--- src/rtl/deb_irq_pkg.sv ---
package deb_irq_pkg;
  localparam int ADDR_W = 8;
  localparam int DATA_W = 32;
  // register word addresses
  localparam logic [ADDR_W-1:0] A_STABLE = 8'h00;
  localparam logic [ADDR_W-1:0] A_DMASK  = 8'h04;
  localparam logic [ADDR_W-1:0] A_POL    = 8'h14;
  localparam logic [ADDR_W-1:0] A_IEN    = 8'h18;
  localparam logic [ADDR_W-1:0] A_RAW    = 8'h1C;
  localparam logic [ADDR_W-1:0] A_MASKED = 8'h20;
  localparam logic [ADDR_W-1:0] A_CLEAR  = 8'h24;
  localparam logic [ADDR_W-1:0] A_ARM    = 8'h28;
  localparam logic [ADDR_W-1:0] A_DBNC   = 8'h40;
endpackage

--- src/rtl/deb_sync2.sv ---
module deb_sync2 #(
  parameter int W = 8
) (
  input  logic         clk,
  input  logic         rst,
  input  logic [W-1:0] d,
  output logic [W-1:0] q
);
  logic [W-1:0] meta;

  always_ff @(posedge clk) begin
    if (rst) begin
      meta <= '0;
      q    <= '0;
    end else begin
      meta <= d;
      q    <= meta;
    end
  end
endmodule

--- src/rtl/deb_chan_filter.sv ---
module deb_chan_filter #(
  parameter int DBW = 12
) (
  input  logic           clk,
  input  logic           rst,
  input  logic           tick,
  input  logic           din,
  input  logic [DBW-1:0] limit,
  output logic           stable
);
  logic [DBW-1:0] cnt;
  logic [DBW-1:0] lim_eff;
  logic [DBW-1:0] cnt_nx;

  // a zero count behaves as one tick
  assign lim_eff = (limit == '0) ? DBW'(1) : limit;
  assign cnt_nx  = cnt + DBW'(1);

  always_ff @(posedge clk) begin
    if (rst) begin
      cnt    <= '0;
      stable <= 1'b0;
    end else if (din == stable) begin
      cnt <= '0;
    end else if (tick) begin
      if (cnt_nx >= lim_eff) begin
        stable <= din;
        cnt    <= '0;
      end else begin
        cnt <= cnt_nx;
      end
    end
  end

  // stable only moves on a tick edge
  a_r2_move_on_tick: assert property (@(posedge clk) disable iff (rst)
    !$stable(stable) |-> $past(tick));
  // stable only moves to the synchronized level
  a_r2_takes_input: assert property (@(posedge clk) disable iff (rst)
    !$stable(stable) |-> (stable == $past(din)));
endmodule

--- src/rtl/deb_irq_bank.sv ---
module deb_irq_bank
  import deb_irq_pkg::*;
#(
  parameter int NCH = 8,
  parameter int DBW = 12
) (
  input  logic              clk,
  input  logic              rst,
  input  logic              tick_1ms,
  input  logic [NCH-1:0]    pin_in,
  input  logic [ADDR_W-1:0] reg_addr,
  input  logic              reg_we,
  input  logic [DATA_W-1:0] reg_wdata,
  output logic [DATA_W-1:0] reg_rdata,
  output logic              irq
);
  localparam int IW = (NCH > 1) ? $clog2(NCH) : 1;
  localparam logic [ADDR_W-1:0] DBNC_END = A_DBNC + ADDR_W'(4 * NCH);

  logic [NCH-1:0] pin_s, stable;
  logic [NCH-1:0] dmask, pol, ien, raw, arm;
  logic [NCH-1:0] match, capture, clr_v;
  logic [DBW-1:0] dbnc [NCH];
  logic           dbnc_hit;
  logic [ADDR_W-1:0] dbnc_off;
  logic [IW-1:0]  dbnc_idx;
  logic           unused_bits;

  assign unused_bits = ^{reg_wdata[DATA_W-1:(DBW > NCH ? DBW : NCH)]};

  deb_sync2 #(.W(NCH)) u_sync (
    .clk(clk), .rst(rst), .d(pin_in), .q(pin_s)
  );

  assign dbnc_off = reg_addr - A_DBNC;
  assign dbnc_idx = dbnc_off[IW+1:2];
  assign dbnc_hit = (reg_addr[1:0] == 2'b00) && (reg_addr >= A_DBNC) &&
                    (reg_addr < DBNC_END);

  for (genvar c = 0; c < NCH; c++) begin : g_ch
    deb_chan_filter #(.DBW(DBW)) u_filt (
      .clk(clk), .rst(rst), .tick(tick_1ms), .din(pin_s[c]),
      .limit(dbnc[c]), .stable(stable[c])
    );
    always_ff @(posedge clk) begin
      if (rst)
        dbnc[c] <= '0;
      else if (reg_we && dbnc_hit && (dbnc_idx == IW'(c)))
        dbnc[c] <= reg_wdata[DBW-1:0];
    end
  end

  assign match   = ~(stable ^ pol);
  assign capture = arm & match;
  assign clr_v   = (reg_we && reg_addr == A_CLEAR) ? reg_wdata[NCH-1:0] : '0;

  always_ff @(posedge clk) begin
    if (rst) begin
      dmask <= '0;
      pol   <= '0;
      ien   <= '0;
      raw   <= '0;
      arm   <= '0;
      irq   <= 1'b0;
    end else begin
      if (reg_we && reg_addr == A_DMASK) dmask <= reg_wdata[NCH-1:0];
      if (reg_we && reg_addr == A_POL)   pol   <= reg_wdata[NCH-1:0];
      if (reg_we && reg_addr == A_IEN)   ien   <= reg_wdata[NCH-1:0];
      if (reg_we && reg_addr == A_ARM)   arm   <= reg_wdata[NCH-1:0];
      else                               arm   <= arm & ~capture;
      // a fresh capture wins over a clear in the same cycle
      raw <= (raw & ~clr_v) | capture;
      irq <= |(raw & ien);
    end
  end

  always_ff @(posedge clk) begin
    if (rst) begin
      reg_rdata <= '0;
    end else begin
      reg_rdata <= '0;
      if (dbnc_hit)
        reg_rdata <= DATA_W'(dbnc[dbnc_idx]);
      else
        case (reg_addr)
          A_STABLE: reg_rdata <= DATA_W'(stable & dmask);
          A_DMASK:  reg_rdata <= DATA_W'(dmask);
          A_POL:    reg_rdata <= DATA_W'(pol);
          A_IEN:    reg_rdata <= DATA_W'(ien);
          A_RAW:    reg_rdata <= DATA_W'(raw);
          A_MASKED: reg_rdata <= DATA_W'(raw & ien);
          A_ARM:    reg_rdata <= DATA_W'(arm);
          default:  reg_rdata <= '0;
        endcase
    end
  end

  // an armed match lands in raw status on the next edge
  a_r5_capture_sets_raw: assert property (@(posedge clk) disable iff (rst)
    (capture != '0) |=> ((raw & $past(capture)) == $past(capture)));
  // a raw bit can only rise if the channel was armed
  a_r6_raw_needs_arm: assert property (@(posedge clk) disable iff (rst)
    ((raw & ~$past(raw) & ~$past(arm)) == '0));
  // a cleared bit without a concurrent capture is gone next cycle
  a_r7_clear_drops: assert property (@(posedge clk) disable iff (rst)
    ((clr_v & ~capture) != '0) |=> ((raw & $past(clr_v & ~capture)) == '0));
  // irq only rises after masked status was pending
  a_r9_irq_source: assert property (@(posedge clk) disable iff (rst)
    $rose(irq) |-> $past((raw & ien) != '0));
endmodule

--- config.mk ---
export PLATFORM = sky130hd
export DESIGN_NAME = deb_irq_bank
export DESIGN_NICKNAME = d
export VERILOG_FILES = /design/src/rtl/deb_irq_pkg.sv /design/src/rtl/deb_sync2.sv /design/src/rtl/deb_chan_filter.sv /design/src/rtl/deb_irq_bank.sv
export SDC_FILE = /design/constraint.sdc
export NUM_CORES = 1
export LEC_CHECK = 0
export ABC_AREA = 1
export BUFFER_PORTS_ARGS = -buffer_cell sky130_fd_sc_hd__buf_2
export CAP_MARGIN = 25
export CORE_MARGIN = 2
export CORE_UTILIZATION = 64
export CTS_BUF_LIST = sky130_fd_sc_hd__clkbuf_8
export DETAILED_ROUTE_END_ITERATION = 10
export GPL_TIMING_DRIVEN = 0
export PLACE_DENSITY_LB_ADDON = 0.2
export SLEW_MARGIN = 20
export SYNTH_ARGS = -nofsm -noshare
export SYNTH_HDL_FRONTEND = slang
export SYNTH_HIERARCHICAL = 1
export SYNTH_SLANG_ARGS = --single-unit
--- constraint.sdc ---
create_clock -name clk -period 3.25 [get_ports clk]
set_input_delay 0.4875 -clock clk [delete_from_list [all_inputs] [get_ports clk]]
set_output_delay 0.4875 -clock clk [all_outputs]
set_load 0.01 [all_outputs]
==> reports/qor.txt <==
Status -> complete, no violations
Post-DP Area -> 18,330 um2
Cells after DPL -> 2,928
Tmin final -> 2612 ps
Combinational family with the most area after synthesis -> simple AND/OR/NAND/NOR gates
Worst Tran Pin Value -> 961.4 ps
Placement Setup Slack -> 257.2 ps
Initial core utilization -> 0.6517
Final ANT Viol Nets -> 0
Post-synthesis simple-gate area fraction -> 0.3555
Die W -> 169.7 um
Non-filler instance count after layout -> 3,016
Worst Path Class, Setup -> register to register
Clk_skew -> 17.00 ps
H-tree depth -> 2
Io pins -> 85
Design Power -> 7.556 mW
Crit-path max FO -> 10
Initial antenna violation count -> 2
Share of cells above drive strength 1 -> 0.1346
Fin Setup TNS -> 0 ps
Leak Pwr -> 9.332 nW
Synthesized area per cell -> 6.976 um2
Worst r2r path cells -> 14
Compound-Gate Fraction of Synth Area -> 0.07758
Ys Warns -> 6
Final nets -> 2,792
Total Wirelength -> 46,640 um
Cell count after synthesis -> 2,518
Clk slew on worst S/H paths -> 60 ps
Seq/Total Area, Yosys -> 0.3613
Xor and xnor fraction of the mapped netlist area -> 0.01938
# setup viols final -> 0
Post-detail-place hpwl -> 34,820 um
TritonCTS clock tree -> built
Final slew viol count -> 0
Placer congestion estimate -> 0.9749
Synth Area in Adders -> 0.07408
Post-cts gate resize count -> 0
Clock Sinks -> 269
# port buffers -> 43
Total gr overflow -> 0
Hold Crit Class -> primary input to register
Clk_lat worst skew -> 580 ps
Clock buffer depth -> 3
Most frequent cells in the layout -> 654 x nand2_1, 389 x inv_1, 332 x nor2_1
Worst setup EP type -> register
Fillcell total -> 2,310
Area growth syn-to-layout -> 10.04%
# diodes -> 0
Commonest non-fill, non-tap cell in the layout -> nand2_1
CP Launch Type -> register
Netlist Area Pre-Place -> 17,560 um2
Final worst slack -> 638.3 ps
CP Data Arrival Time -> 3090 ps
DRC -> 0
Register area -> 6346 um2
F_max -> 0.3829 GHz
Final count of hold timing violations -> 0
Wire per inst -> 15.46 um
Die Height -> 169.7 um
EDFF count, synth -> 96
Setup Buffers After CTS -> 0
Core area -> 26,950 um2
Die ar. -> 28,790 um2
Main synth FF type -> dfxtp_1
# hold bufs at CTS -> 0
Maxcap violations -> 0
Tot GR Track Use -> 0.3250
Final Util -> 0.7171
DR vias -> 16,450
First-pass GRT wire length -> 74,880 um
CTS Buf Count -> 47
Hold path depth -> 3
Max VDD drop -> 0.0003804 V
# rows -> 60
Multi-input gate area -> 9323 um2
Slew headroom -> 0.3548
Post-route cell area -> 19,330 um2
Async SR Flop Fraction -> 0
CTS Root Cell -> clkbuf_8
Routed vias/inst -> 5.453
RSZ-0062 raised after global routing -> false
Tcrit/Tclk final -> 0.8036
Mux contribution to synthesized area -> 0
Cell variety after synth -> 40
DR pass1 iterations -> 6
Pin count of the biggest net entering global routing -> 17
Power per cell area -> 391.0 nW/um2
DRT iter0 DRCs -> 1,605
Vias in the first global route -> 15,210
WP data required -> 3730 ps
WHS -> 108.5 ps
Flops & latches, synth -> 269
-- kinds of logic after synthesis --
kind of cell,count (synthesis)
buf+inv,480
simple gates,1386
other cells,1
xor+xnor,32
fa+ha+maj,104
compound gates,246
flops,269
-- synth_stat cells (2+ instances only) --
cell | count | share of area
a211oi_1 | 12 | 0.0051
a21o_2 | 14 | 0.0070
a21oi_1 | 153 | 0.044
a22oi_1 | 4 | 0.0017
a31o_2 | 8 | 0.0040
buf_1 | 2 | 0.00043
buf_2 | 39 | 0.011
buf_4 | 26 | 0.011
clkbuf_1 | 23 | 0.0049
dfxtp_1 | 173 | 0.20
edfxtp_1 | 96 | 0.16
ha_1 | 104 | 0.074
inv_1 | 378 | 0.081
inv_2 | 9 | 0.0019
nand2_1 | 654 | 0.14
nand2_2 | 28 | 0.010
nand2_4 | 3 | 0.0019
nand3_1 | 191 | 0.054
nand3_2 | 17 | 0.0097
nand3b_1 | 20 | 0.0085
nand4_1 | 35 | 0.012
nor2_1 | 332 | 0.071
nor2_2 | 35 | 0.012
nor2_4 | 28 | 0.018
nor2_8 | 4 | 0.0046
nor3_1 | 16 | 0.0046
nor4_1 | 8 | 0.0028
o21ai_0 | 49 | 0.014
o21ai_1 | 3 | 0.00085
or2_2 | 15 | 0.0053
xnor2_1 | 16 | 0.0080
xor2_1 | 8 | 0.0040
xor2_2 | 8 | 0.0074
-- worst max-delay path, stage by stage, from the launching register on --
cell and delay (ps):
dfxtp_1 430, ha_1 210, nand2_1 100, nor2_4 180, nand3_1 90, nand2_1 70
nand2_1 80, ha_1 280, nand2_1 60, nor2_1 220, nand3_2 270, nand4_1 280
nand3_1 120, nand2_1 80, nor2_1 40
-- report_power, final --
group	switching, mW	internal, mW
Clock	1.48	1.83
Sequential	0.0777	3.56
Combinational	0.424	0.185
Total	1.98	5.58
-- state kept, by name (all words and copies together), names as in the netlist --
| name | count |
|---|---|
| dbnc | 96 |
| g_ch.u_filt/cnt | 96 |
| reg_rdata | 12 |
| arm | 8 |
| dmask | 8 |
| g_ch.u_filt/stable | 8 |
| ien | 8 |
| pol | 8 |
| raw | 8 |
| u_sync/meta | 8 |
| u_sync/q | 8 |
| irq | 1 |
-- layer usage --
| metal | GRT usage | routed length (um) | up-vias |
|---|---|---|---|
| li1 | - | - | 8187 |
| met1 | 0.4131 | 19210 | 7510 |
| met2 | 0.5663 | 22290 | 615 |
| met3 | 0.05387 | 3538 | 129 |
| met4 | 0.1029 | 1564 | 4 |
| met5 | 0 | 33 | - |
-- layout make-up --
type | count | area share
Timing Repair Buffer | 50 | 0.01385
Multi-Input combinational cell | 1788 | 0.4824
Inverter | 388 | 0.07535
Clock buffer | 53 | 0.03774
Clock inverter | 35 | 0.01385
Tap cell | 341 | 0.02208
Sequential cell | 269 | 0.3283
Buffer | 92 | 0.02641
-- final timing paths --
check | start | to | slack (ps)
worst max-delay path | g_ch[7].u_filt/cnt[0]$_SDFFE_PP0P_ | g_ch[7].u_filt/stable$_SDFFE_PP0P_ | 640
worst min-delay path | pin_in[7] | u_sync/meta[7]$_SDFF_PP0_ | 110
worst max register to register | g_ch[7].u_filt/cnt[0]$_SDFFE_PP0P_ | g_ch[7].u_filt/stable$_SDFFE_PP0P_ | 640
worst min register to register | u_sync/meta[7]$_SDFF_PP0_ | u_sync/q[7]$_SDFF_PP0_ | 410
(Power assumes the default switching activity.)
